File: src/rtl/doorbell_pkg.sv
package doorbell_pkg;

  localparam int ADDR_W = 64;
  localparam int DATA_W = 32;
  localparam int BE_W   = DATA_W / 8;
  localparam int LANE_W = $clog2(BE_W);

  typedef enum logic [1:0] {
    WID_32  = 2'd0,
    WID_16  = 2'd1,
    WID_8   = 2'd2,
    WID_BAD = 2'd3
  } wid_e;

  typedef enum logic {
    ST_IDLE = 1'b0,
    ST_POST = 1'b1
  } st_e;

  // number of bytes moved for a width code (0 for the reserved code)
  function automatic logic [2:0] wid_bytes(input wid_e w);
    case (w)
      WID_32:  return 3'd4;
      WID_16:  return 3'd2;
      WID_8:   return 3'd1;
      default: return 3'd0;
    endcase
  endfunction

  // natural alignment test on the low address bits
  function automatic logic wid_aligned(input wid_e w, input logic [LANE_W-1:0] lo);
    case (w)
      WID_32:  return (lo == '0);
      WID_16:  return (lo[0] == 1'b0);
      WID_8:   return 1'b1;
      default: return 1'b0;
    endcase
  endfunction

  // byte-enable pattern positioned at the addressed lane
  function automatic logic [BE_W-1:0] wid_be(input wid_e w, input logic [LANE_W-1:0] lo);
    logic [BE_W-1:0] base;
    case (w)
      WID_32:  base = '1;
      WID_16:  base = {{(BE_W-2){1'b0}}, 2'b11};
      WID_8:   base = {{(BE_W-1){1'b0}}, 1'b1};
      default: base = '0;
    endcase
    return (w == WID_32) ? base : (base << lo);
  endfunction

  // payload trimmed to the width and moved onto its byte lane
  function automatic logic [DATA_W-1:0] wid_data(input wid_e w, input logic [LANE_W-1:0] lo,
                                                 input logic [DATA_W-1:0] d);
    logic [DATA_W-1:0] trimmed;
    case (w)
      WID_32:  trimmed = d;
      WID_16:  trimmed = {{(DATA_W-16){1'b0}}, d[15:0]};
      WID_8:   trimmed = {{(DATA_W-8){1'b0}}, d[7:0]};
      default: trimmed = '0;
    endcase
    return (w == WID_32) ? trimmed : (trimmed << {lo, 3'b000});
  endfunction

endpackage

File: src/rtl/doorbell_attr_decode.sv
module doorbell_attr_decode
  import doorbell_pkg::*;
(
  input  logic [7:0] attr_i,
  output logic       en_o,
  output wid_e       wid_o,
  output logic       wid_legal_o
);
  logic [4:0] unused_rsvd;

  assign en_o        = attr_i[7];
  assign wid_o       = wid_e'(attr_i[1:0]);
  assign wid_legal_o = (wid_bytes(wid_e'(attr_i[1:0])) != 3'd0);
  assign unused_rsvd = attr_i[6:2];
endmodule

File: src/rtl/doorbell_lane_pack.sv
module doorbell_lane_pack
  import doorbell_pkg::*;
(
  input  wid_e               wid_i,
  input  logic [LANE_W-1:0]  lo_i,
  input  logic [DATA_W-1:0]  data_i,
  output logic               aligned_o,
  output logic [BE_W-1:0]    be_o,
  output logic [DATA_W-1:0]  data_o
);
  assign aligned_o = wid_aligned(wid_i, lo_i);
  assign be_o      = wid_be(wid_i, lo_i);
  assign data_o    = wid_data(wid_i, lo_i, data_i);
endmodule

File: src/rtl/doorbell_writer.sv
module doorbell_writer
  import doorbell_pkg::*;
(
  input  logic              clk,
  input  logic              rst_n,
  input  logic              start_i,
  input  logic [63:0]       db_addr_i,
  input  logic [7:0]        db_attr_i,
  input  logic [31:0]       db_data_i,
  output logic              wr_valid_o,
  input  logic              wr_ready_i,
  output logic [63:0]       wr_addr_o,
  output logic [31:0]       wr_data_o,
  output logic [3:0]        wr_be_o,
  output logic              done_o,
  output logic              err_o
);

  st_e               state_q;
  logic [ADDR_W-1:0] addr_q;
  logic [DATA_W-1:0] data_q;
  logic [BE_W-1:0]   be_q;
  logic              done_q, err_q;

  logic              dec_en, dec_legal, pk_aligned;
  wid_e              dec_wid;
  logic [BE_W-1:0]   pk_be;
  logic [DATA_W-1:0] pk_data;

  doorbell_attr_decode u_dec (
    .attr_i      (db_attr_i),
    .en_o        (dec_en),
    .wid_o       (dec_wid),
    .wid_legal_o (dec_legal)
  );

  doorbell_lane_pack u_pack (
    .wid_i     (dec_wid),
    .lo_i      (db_addr_i[LANE_W-1:0]),
    .data_i    (db_data_i),
    .aligned_o (pk_aligned),
    .be_o      (pk_be),
    .data_o    (pk_data)
  );

  // named events, used by the logic and by the assertions
  logic start_take, ev_skip, ev_fault, ev_issue, ev_hs;
  assign start_take = start_i && (state_q == ST_IDLE);
  assign ev_skip    = start_take && !dec_en;
  assign ev_fault   = start_take && dec_en && !(dec_legal && pk_aligned);
  assign ev_issue   = start_take && dec_en && dec_legal && pk_aligned;
  assign ev_hs      = (state_q == ST_POST) && wr_ready_i;

  always_ff @(posedge clk) begin
    if (!rst_n) begin
      state_q <= ST_IDLE;
      addr_q  <= '0;
      data_q  <= '0;
      be_q    <= '0;
      done_q  <= 1'b0;
      err_q   <= 1'b0;
    end else begin
      done_q <= ev_skip || ev_fault || ev_hs;
      err_q  <= ev_fault;
      if (ev_issue) begin
        state_q <= ST_POST;
        addr_q  <= db_addr_i;
        data_q  <= pk_data;
        be_q    <= pk_be;
      end else if (ev_hs) begin
        state_q <= ST_IDLE;
      end
    end
  end

  assign wr_valid_o = (state_q == ST_POST);
  assign wr_addr_o  = addr_q;
  assign wr_data_o  = data_q;
  assign wr_be_o    = be_q;
  assign done_o     = done_q;
  assign err_o      = err_q;

  // pending write holds its fields under back-pressure
  a_r9_hold_fields: assert property (@(posedge clk) disable iff (!rst_n)
    wr_valid_o && !wr_ready_i |=> wr_valid_o && $stable(wr_addr_o) && $stable(wr_data_o) && $stable(wr_be_o));

  // handshake ends the write and completes next cycle without error
  a_r10_done_after_hs: assert property (@(posedge clk) disable iff (!rst_n)
    wr_valid_o && wr_ready_i |=> !wr_valid_o && done_o && !err_o);

  // disabled request completes quietly
  a_r2_skip_quiet: assert property (@(posedge clk) disable iff (!rst_n)
    ev_skip |=> done_o && !err_o && !wr_valid_o);

  // rejected request raises error with completion and no write
  a_r6_fault_flag: assert property (@(posedge clk) disable iff (!rst_n)
    ev_fault |=> done_o && err_o && !wr_valid_o);

  // an error never appears without completion
  a_r6_err_has_done: assert property (@(posedge clk) disable iff (!rst_n)
    err_o |-> done_o);

  // posted byte enables match a legal naturally aligned shape
  a_r3_be_shape: assert property (@(posedge clk) disable iff (!rst_n)
    wr_valid_o |-> ((wr_be_o == 4'b1111) && (wr_addr_o[1:0] == 2'b00)) ||
                   ((($countones(wr_be_o) == 2) && (wr_be_o == 4'b0011 || wr_be_o == 4'b1100)) && !wr_addr_o[0]) ||
                   ($onehot0(wr_be_o) && (wr_be_o != 4'b0000)));

  // a start while pending leaves the write pending
  a_r11_busy_ignore: assert property (@(posedge clk) disable iff (!rst_n)
    start_i && wr_valid_o && !wr_ready_i |=> wr_valid_o && !done_o);

endmodule

File: config.mk
export PLATFORM = sky130hd
export DESIGN_NAME = doorbell_writer
export DESIGN_NICKNAME = d
export VERILOG_FILES = /design/src/rtl/doorbell_pkg.sv /design/src/rtl/doorbell_attr_decode.sv /design/src/rtl/doorbell_lane_pack.sv /design/src/rtl/doorbell_writer.sv
export SDC_FILE = /design/constraint.sdc
export NUM_CORES = 1
export LEC_CHECK = 0
export CAP_MARGIN = 25
export CORE_AREA = 10 10 102 113
export DETAILED_ROUTE_END_ITERATION = 16
export DIE_AREA = 0 0 112 123
export DONT_BUFFER_PORTS = 1
export MAX_ROUTING_LAYER = met4
export SETUP_SLACK_MARGIN = 0.1
export SYNTH_ARGS = -nofsm -noshare
export SYNTH_HDL_FRONTEND = slang
export SYNTH_SLANG_ARGS = --single-unit
File: constraint.sdc
create_clock -name clk -period 3.4 [get_ports clk]
set_clock_uncertainty 0.1 [all_clocks]
set_input_delay 0.34 -clock clk [delete_from_list [all_inputs] [get_ports clk]]
set_output_delay 0.34 -clock clk [all_outputs]
set_load 0.01 [all_outputs]
## Yosys cells after proc, flatten, opt, wreduce, memory -nomap -nowiden

Cells that the tools add are included.

| storage, ports and cells | value |
|---|---|
| input port bits | 108 |
| logic and storage cells | 36 |
| register bits after elaboration | 103 |
| output and inout bits | 103 |

| cells by class | value |
|---|---|
| equal/unequal tests | 2 |
| mux-type cells | 8 |
| bitwise operators | 2 |
| reductions and logical operators | 16 |
| shifts and indexed selects | 2 |

Operators with widths:

| cell | count |
|---|---|
| $pmux 32 s3 | 1 |
| $mux 32 | 1 |
| $shl 32x5->32 | 1 |
| $pmux 4 s3 | 1 |
| $pmux 3 s3 | 1 |
| $logic_and 1x1->1 | 8 |
| $logic_not 2->1 | 2 |
| $mux 4 | 1 |
| $shl 4x2->4 | 1 |
| $pmux 1 s3 | 1 |
| $reduce_bool 3->1 | 1 |
| $eq 2x1->1 const B | 1 |
| $eq 2x2->1 const B | 1 |
| $logic_not 1->1 | 2 |
| $logic_or 1x1->1 | 2 |
| $mux 1 | 2 |
| $not 1->1 | 2 |
| $reduce_bool 2->1 | 1 |

## Depth between registers and ports, before layout

Gate-level depths: netlist (run 1).

| depth | value |
|---|---|
| depth in word-level cells | 8 |
| mapped depth | 7 |
| depth with buffers taken out | 4 |

## Cells and area by module

A second synthesis (run 1) with hierarchy kept.

| second synthesis, totals | value |
|---|---|
| cell total of the unflattened synthesis | 543 |
| area, all modules | 4799.6 um^2 |

By module, submodules not included:

| module | area each (um^2) | instances | cells an instance | sequential area each (um^2) |
|---|---|---|---|---|
| doorbell_writer | 4196.5 | 1 | 448 | 2062.0 |
| doorbell_lane_pack | 576.8 | 1 | 91 | 0.0 |
| doorbell_attr_decode | 26.3 | 1 | 4 | 0.0 |

## Least setup slack after synthesis (run 1)

Ideal clock, no wire load.

| timing path | value |
|---|---|
| kind | input to register |
| start | input port db_attr_i[0] |
| end | register addr_q[0], in the netlist wr_addr_o[0] |
| arrival | 1.456 ns |
| buffers on the path | 3 |
| setup time | 0.132 ns |
| cell stages on the path | 7 |
| setup slack | 1.711 ns |
| required time | 3.168 ns |
| cells stage by stage | buf_2 > or3b_4 > and3_1 > buf_6 > buf_2 > nand2_1 > a21oi_1 |

| on the way | value |
|---|---|
| longest elaborated chain between the ends | 5 |
| elaborated cells between the ends (all ways) | 8 |
| those cells by class | eq/ne: 2; mux: 2; reduce/logical: 4 |

RTL lines:

| element | line | source |
|---|---|---|
| from (decl) | doorbell_writer.sv:8 | `input logic [7:0] db_attr_i,` |
| $eq 2x2->1 (tied with other cells) | doorbell_pkg.sv:22, doorbell_pkg.sv:32 |  |
| $pmux 3 s3 | doorbell_pkg.sv:22 | `case (w)` |
| $reduce_bool 3->1 | doorbell_attr_decode.sv:13 | `assign wid_legal_o = (wid_bytes(wid_e'(attr_i[1:0])) != 3'd0);` |
| $logic_and 1x1->1 | doorbell_writer.sv:51 | `assign ev_issue = start_take && dec_en && dec_legal && pk_aligned;` |
| $logic_and 1x1->1 * | doorbell_writer.sv:51 |  |
| to (signal assigned) | doorbell_writer.sv:67 | `addr_q <= db_addr_i;` |
| to (decl) | doorbell_writer.sv:20 | `logic [ADDR_W-1:0] addr_q;` |

Every way passes the cells marked *; elsewhere a longest branch is shown, timed or not.
A chain may end at the register's enable or synchronous reset.

## Final worst setup path (run 1)

| timing path | value |
|---|---|
| start | register state_q, in the netlist wr_valid_o |
| end | register data_q[11], in the netlist wr_data_o[11] |

| on the way | value |
|---|---|
| longest elaborated chain between the ends | 5 |

RTL lines:

| element | line | source |
|---|---|---|
| from (decl) | doorbell_writer.sv:19 | `st_e state_q;` |
| from (signal assigned) | doorbell_writer.sv:56 | `state_q <= ST_IDLE;` |
| from (signal assigned) | doorbell_writer.sv:66 | `state_q <= ST_POST;` |
| from (signal assigned) | doorbell_writer.sv:71 | `state_q <= ST_IDLE;` |
| $not 1->1 | doorbell_writer.sv:48 | `assign start_take = start_i && (state_q == ST_IDLE);` |
| $logic_and 1x1->1 | doorbell_writer.sv:48 |  |
| $logic_and 1x1->1 (3 in series) | doorbell_writer.sv:51 |  |
| to (signal assigned) | doorbell_writer.sv:68 | `data_q <= pk_data;` |
| to (decl) | doorbell_writer.sv:21 | `logic [DATA_W-1:0] data_q;` |

Every way passes these cells.

==> flow_summary_export.csv, run 1 <==
group,metric,value,unit
sta,rsz0062_at_grt,"no",
die,rows,37,
cts,cts_hold_buffers,53,
worst_setup_path,r2r_slack,0.77,ns
sta,final.min_clock_period,2.631,ns
grt,grt_pass1_wl,20.52,mm
sta,worstMarginPinSlew,0.9364,ns
die,io_pins,211,
worst_setup_path,worst-setup-path-type,"flop to flop",
grt,grtUsageTotal,19.02,%
grt,grt_max_degree,92,
sta,finalSetupViolations,0,
place,hpwl,9.259,mm
cts,cts_setup_buffers,0,
power,leakage,1.660,nW
worst_setup_path,ff2ff_path_depth,5,
place,io_buffers,0,
sta,report.final.slew_viol_count,0,
worst_hold_path,hold_end,"wr_addr_o[18]",
place,finalWeightedCongestion,0.7877,
die,core-area,9213,µm²
layout,area_growth,16.65,%
layout,num_antenna_cells,0,
routing,vias,3747,
sta,max_freq,380.0,MHz
die,die_h,123,µm
worst_setup_path,start_kind,"flop",
power,seqPwrFrac,59.0,%
routing,drt_wl_total,13.63,mm
layout,drive_gt1_share,4.444,%
worst_setup_path,reg2reg_to,"wr_data_o[11]",
layout,final_area,4752,µm²
routing,drcViolationCount,0,
worst_hold_path,min_from,"db_addr_i[18]",
power,switching_power,575.6,µW
worst_setup_path,cp-end-kind,"flop",
cts,cts.sinks,103,
worst_setup_path,r2r-start,"wr_valid_o",
layout,fill_cells,865,
routing,drt-initial-drc-count,243,
worst_setup_path,arrival,2.84,ns
cts,cts_max_level,3,
worst_hold_path,hold_path_depth,2,
yosys,synth.avg_cell_area,8.020,µm²
cts,cts_tree,"built",
worst_hold_path,hold_path.class,"primary input to flop",
yosys,postSynthNetCount,616,
yosys,synthCells,508,
power,comb_power_share,10.1,%
sta,hold_viol,0,
routing,wl_per_cell,20.75,µm
routing,ant_nets,0,
power,p_clk_share,30.9,%
cts,insertion_delay,0.35,ns
power,power,2.228,mW
yosys,yosys-top-cells-area,"dfxtp_1 51%, nand2_1 14%, a21oi_1 12%, buf_2 2.1%, a32oi_1 1.9%",
worst_setup_path,worstPathRequired,3.61,ns
power,p_int,1.653,mW
sta,fin_hold_ws,0.01604,ns
place,place_area,4058,µm²
yosys,yosys.area.top_type_share,50.61,%
yosys,synth_top_cell_by_area,"dfxtp_1",
grt,grt_pass1_vias,3697,
grt,antenna_found_initial,0,
yosys,synth_area,4074,µm²
die,die_x,112,µm
cts,cts_buffers,9,
routing,via_per_inst,5.703,
worst_setup_path,cp_max_fo,91,
yosys,synth.yosys.warnings,0,
cts,clk_pin_slew,0.09,ns
sta,timing.final.crit_share,77.40,%
sta,fin_setup_tns,0,ns
sta,slew_headroom,37.57,%
die,die_area,13780,µm²
run_status,status,"finished clean",
power,p_sw_share,25.83,%
power,peakVddDrop,176.9,µV
yosys,ys_seq_elements,103,
yosys,synth.distinct_cells,31,
grt,grt_overflow,0,
cts,cts_resized,0,
layout,nets,645,
cts,cts_buffer_depth,2,
cts,clockRootBuffer,"clkbuf_8",
power,power_density,468.9,nW/µm²
yosys,ys_seq_area_share,50.61,%
run,drv_cap,0,
die,floorplan.initialDensity,44.22,%
routing,dr.pass1.iters,4,
==> cells in the mapped netlist (all sizes together) <==
cell     number
a221oi        8
o32ai         8
nor2         15
o21ai        26
a2bb2oi       1
a32o          7
buf          23
a211oi        2
or3b          1
dfxtp       103
a32oi         9
and3          1
nor3          4
and3b         1
nand2b        1
nand3        11
clkbuf       17
o211a         1
clkinv        4
a21oi        97
mux2i         1
o31ai         1
inv           8
nand2       155
xor2          1
nor3b         1
o22ai         1
==> per-layer routing <==
metal	GRT usage [%]	up-vias	share of wire (%)
met5	-	-	0
li1	-	1803	-
met1	20.84	1753	38
met4	7.937	0	2.0
met2	30.28	175	48
met3	7.800	16	12
==> power groups by stage <==
stage | Clock, mW | Combinational [mW] | Sequential [mW]
2_1_floorplan | 0 | 0.159 | 1.33
5_1_grt | 0.757 | 0.253 | 1.32
3_3_place_gp | 0 | 0.167 | 1.34
3_5_place_dp | 0 | 0.172 | 1.34
4_1_cts | 0.710 | 0.225 | 1.32
6_report | 0.688 | 0.226 | 1.31
==> worst max-delay path, stage by stage, from the launching register on <==
cell and delay (ns):
dfxtp_1 0.40, and3b_1 0.34, and3_4 0.84, o21ai_0 0.16, a21oi_1 0.15, dlygate4sd3_1 0.56
==> cell type report <==
cell class	count	area (µm²)	share of cell area (%)
Sequential cell	103	2062	43.39
Multi-Input combinational cell	353	1767	37.18
Timing Repair Buffer	58	568.0	11.95
Clock buffer	13	158.9	3.344
Tap cell	117	146.4	3.081
Inverter	12	45.04	0.9479
Clock inverter	1	5.005	0.1053
==> flip-flops by register name, indices dropped and copies added (netlist names) <==
register and cells:
wr_addr_o 64, done_o 1, wr_be_o 4, wr_valid_o 1, err_o 1, wr_data_o 32
==> worst max-delay path by stage <==
stage / startpoint / end / slack (ns) / cells after the start
finish: wr_valid_o / wr_data_o[11] / 0.77 / 5
global route: wr_valid_o / wr_data_o[11] / 0.66 / 5
CTS: wr_valid_o / wr_data_o[11] / 0.80 / 5
detailed placement: wr_valid_o / wr_addr_o[13] / 1.14 / 5
global placement: wr_valid_o / wr_addr_o[7] / 1.21 / 5
floorplan: db_attr_i[0] / wr_addr_o[0] / 1.71 / 7
==> cells in the final DEF, fill, tap and decap left out <==
master and n:
a211oi_1 2, a21oi_1 97, a221oi_1 8, a2bb2oi_1 1, a32o_1 7, a32oi_1 9, and3_4 1, and3b_1 1
buf_4 5, clkbuf_1 2, clkbuf_8 11, clkinv_1 3, clkinv_2 1, dfxtp_1 103, dlygate4sd3_1 53, inv_1 8
inv_2 1, mux2i_4 1, nand2_1 155, nand2b_1 1, nand3_1 10, nand3_4 1, nor2_1 15, nor3_1 4
nor3b_2 1, o211a_1 1, o21ai_0 11, o21ai_1 15, o22ai_1 1, o31ai_1 1, o32ai_1 8, or3b_4 1
xor2_2 1
==> kinds of logic (layout without fill, tap and decap cells) <==
logic type | after synthesis | count (layout) | synth area share (%)
compound gates | 161 | 161 | 23.37
xor+xnor | 1 | 1 | 0.3994
buf+inv | 52 | 84 | 6.327
flops | 103 | 103 | 50.61
mux | 1 | 1 | 0.5528
simple gates | 190 | 190 | 18.73
==> metrics by stage <==
| stage | instances | utilization [%] | worst slack (ns) |
|---|---|---|---|
| 5_1_grt | 657 | 51.58 | 0.6584 |
| 3_5_place_dp | 590 | 44.04 | 1.143 |
| 2_1_floorplan | 508 | - | 1.712 |
| 4_1_cts | 657 | 51.58 | 0.7973 |
| 3_3_place_gp | 590 | 44.04 | 1.206 |
| 6_report | 657 | 51.58 | 0.7686 |
No activity file was read; power rests on OpenSTA's default activity.
==> run 2, diff against run 1 <==
==> constraint.sdc (replaced) <==
create_clock -name clk -period 2.56 [get_ports clk]
set_clock_uncertainty 0.1 [all_clocks]
set_input_delay 0.256 -clock clk [delete_from_list [all_inputs] [get_ports clk]]
set_output_delay 0.256 -clock clk [all_outputs]
set_load 0.01 [all_outputs]
==> run 2 against run 1 <==
Power up 42%. Cell area grew 11%. Via count is 4.2% higher. Largest power group unchanged. Critical path type unchanged. Hold slack gained 0.011 ns. Wire length is 5.3% higher. Sequential cell count unchanged. Die area unchanged.
==> flow_summary_export.csv, run 2 (same netlist as run 1, synthesis figures left out) <==
group,metric,value,unit
power,power_density,598.4,nW/µm²
grt,grt_pass1_vias,3710,
worst_setup_path,start_kind,"flop",
cts,cts.sinks,103,
sta,slew_headroom,38.08,%
layout,layout_commonest_cell,"nand2_1",
die,io_pins,211,
sta,worstMarginPinSlew,0.9257,ns
place,hpwl,9.386,mm
sta,rsz0062_at_grt,"no",
sta,report.final.slew_viol_count,0,
sta,fin_hold_ws,0.02691,ns
cts,clk_pin_slew,0.09,ns
run,drv_cap,0,
power,power,3.169,mW
place,io_buffers,0,
worst_setup_path,worst-setup-path-type,"flop to flop",
place,finalWeightedCongestion,0.7955,
run_status,status,"finished clean",
worst_setup_path,crit_path_cell_trace,"and3b_1 -> nand3_4 -> a221oi_1 -> dlygate4sd3_1 -> nor2_1",
routing,drcViolationCount,0,
routing,drt-initial-drc-count,338,
layout,drive_gt1_share,4.600,%
worst_setup_path,worstPathRequired,2.71,ns
worst_setup_path,cp-end-kind,"flop",
cts,cts_tree,"built",
sta,hold_viol,0,
worst_setup_path,arrival,2.42,ns
worst_setup_path,critPathMaxStageDelay,0.61,ns
die,die_x,112,µm
sta,max_freq,441.7,MHz
layout,final_area,5295,µm²
worst_hold_path,hold_path_depth,2,
grt,antenna_found_initial,0,
worst_setup_path,ff2ff_path_depth,5,
die,die_h,123,µm
worst_setup_path,cp_max_fo,20,
layout,final_cell_mix,"155 x nand2_1, 103 x dfxtp_1, 99 x dlygate4sd3_1",
layout,fill_cells,807,
routing,via_per_inst,5.548,
sta,fin_setup_tns,0,ns
layout,largest_reg_flops,64,
layout,utilization,57.48,%
sta,final.min_clock_period,2.264,ns
worst_hold_path,hold_path.class,"primary input to flop",
layout,nets,692,
routing,vias,3906,
sta,finalSetupViolations,0,
worst_setup_path,crit_path_top_delay_cell,"dlygate4sd3_1",
routing,dr.pass1.iters,5,
routing,wl_per_cell,20.39,µm
layout,area_growth,29.98,%
die,die_area,13780,µm²
layout,num_antenna_cells,0,
sta,timing.final.crit_share,88.44,%
cts,clockRootBuffer,"clkbuf_8",
place,place_area,4095,µm²
die,floorplan.initialDensity,44.22,%
cts,cts_max_level,3,
die,rows,37,
power,peakVddDrop,329.3,µV
routing,drt_wl_total,14.36,mm
routing,ant_nets,0,
grt,grt_overflow,0,
cts,cts_buffer_depth,2,
die,core-area,9213,µm²
cts,cts_resized,0,
cts,cts_buffers,9,
grt,grt_pass1_wl,21.15,mm
grt,grt_max_degree,59,
power,leakage,1.900,nW
cts,insertion_delay,0.35,ns
grt,grtUsageTotal,19.65,%
## run 2: final timing paths
check | startpoint | endpoint | slack, ns
worst max-delay path | wr_valid_o | wr_data_o[28] | 0.30
worst min register to register | wr_addr_o[38] | wr_addr_o[38] | 0.41
worst max register to register | wr_valid_o | wr_data_o[28] | 0.30
worst min-delay path | db_data_i[15] | wr_data_o[15] | 0.03
## run 2: area by class of cell
type	instances	area [µm²]	area share, %
inverter	12	45.04	0.8507
timing repair buffer	104	1066	20.13
tap	117	146.4	2.765
multi-input combinational	354	1777	33.55
clock inverter	5	75.07	1.418
sequential	103	2062	38.94
clock buffer	9	123.9	2.339
## run 2: timing repair
item / CTS / global route
setup buffers: 0 / 0
setup endpoints to repair: 0 / 5
hold endpoints to repair: 100 / 0
hold buffers: 99 / 0
## run 2: routing by layer
metal / global-route usage, % / wire length (µm) / part of all wire [%] / up-vias
met1: 21.91 / 5390 / 38 / 1795
met3: 7.316 / 1553 / 11 / 16
met4: 5.794 / 217 / 1.5 / 0
li1: - / - / - / 1896
met5: - / 0 / 0 / -
met2: 32.47 / 7196 / 50 / 199
## run 2: worst max-delay path: cells and delay by family (launching register included)
kind / cells / cell delay [ns]
and+or+nand+nor: 3 / 0.74
buffers and inverters: 1 / 0.61
DFF: 1 / 0.40
AOI/OAI and AO/OA: 1 / 0.32
## run 2: through the flow
step                      setup slack (ns)  instances
after floorplan                     0.9555        508
after global placement              0.6710        590
after detailed placement            0.6139        590
after CTS                           0.2245        703
after global routing                0.1603        704
final                               0.2960        704
## run 2: power by group
part | leakage [nW] | switching [mW] | internal, mW
clock | 0.105 | 0.515 | 0.535
sequential | 0.837 | 0.0818 | 1.67
combinational | 0.958 | 0.187 | 0.185
total | 1.90 | 0.784 | 2.39
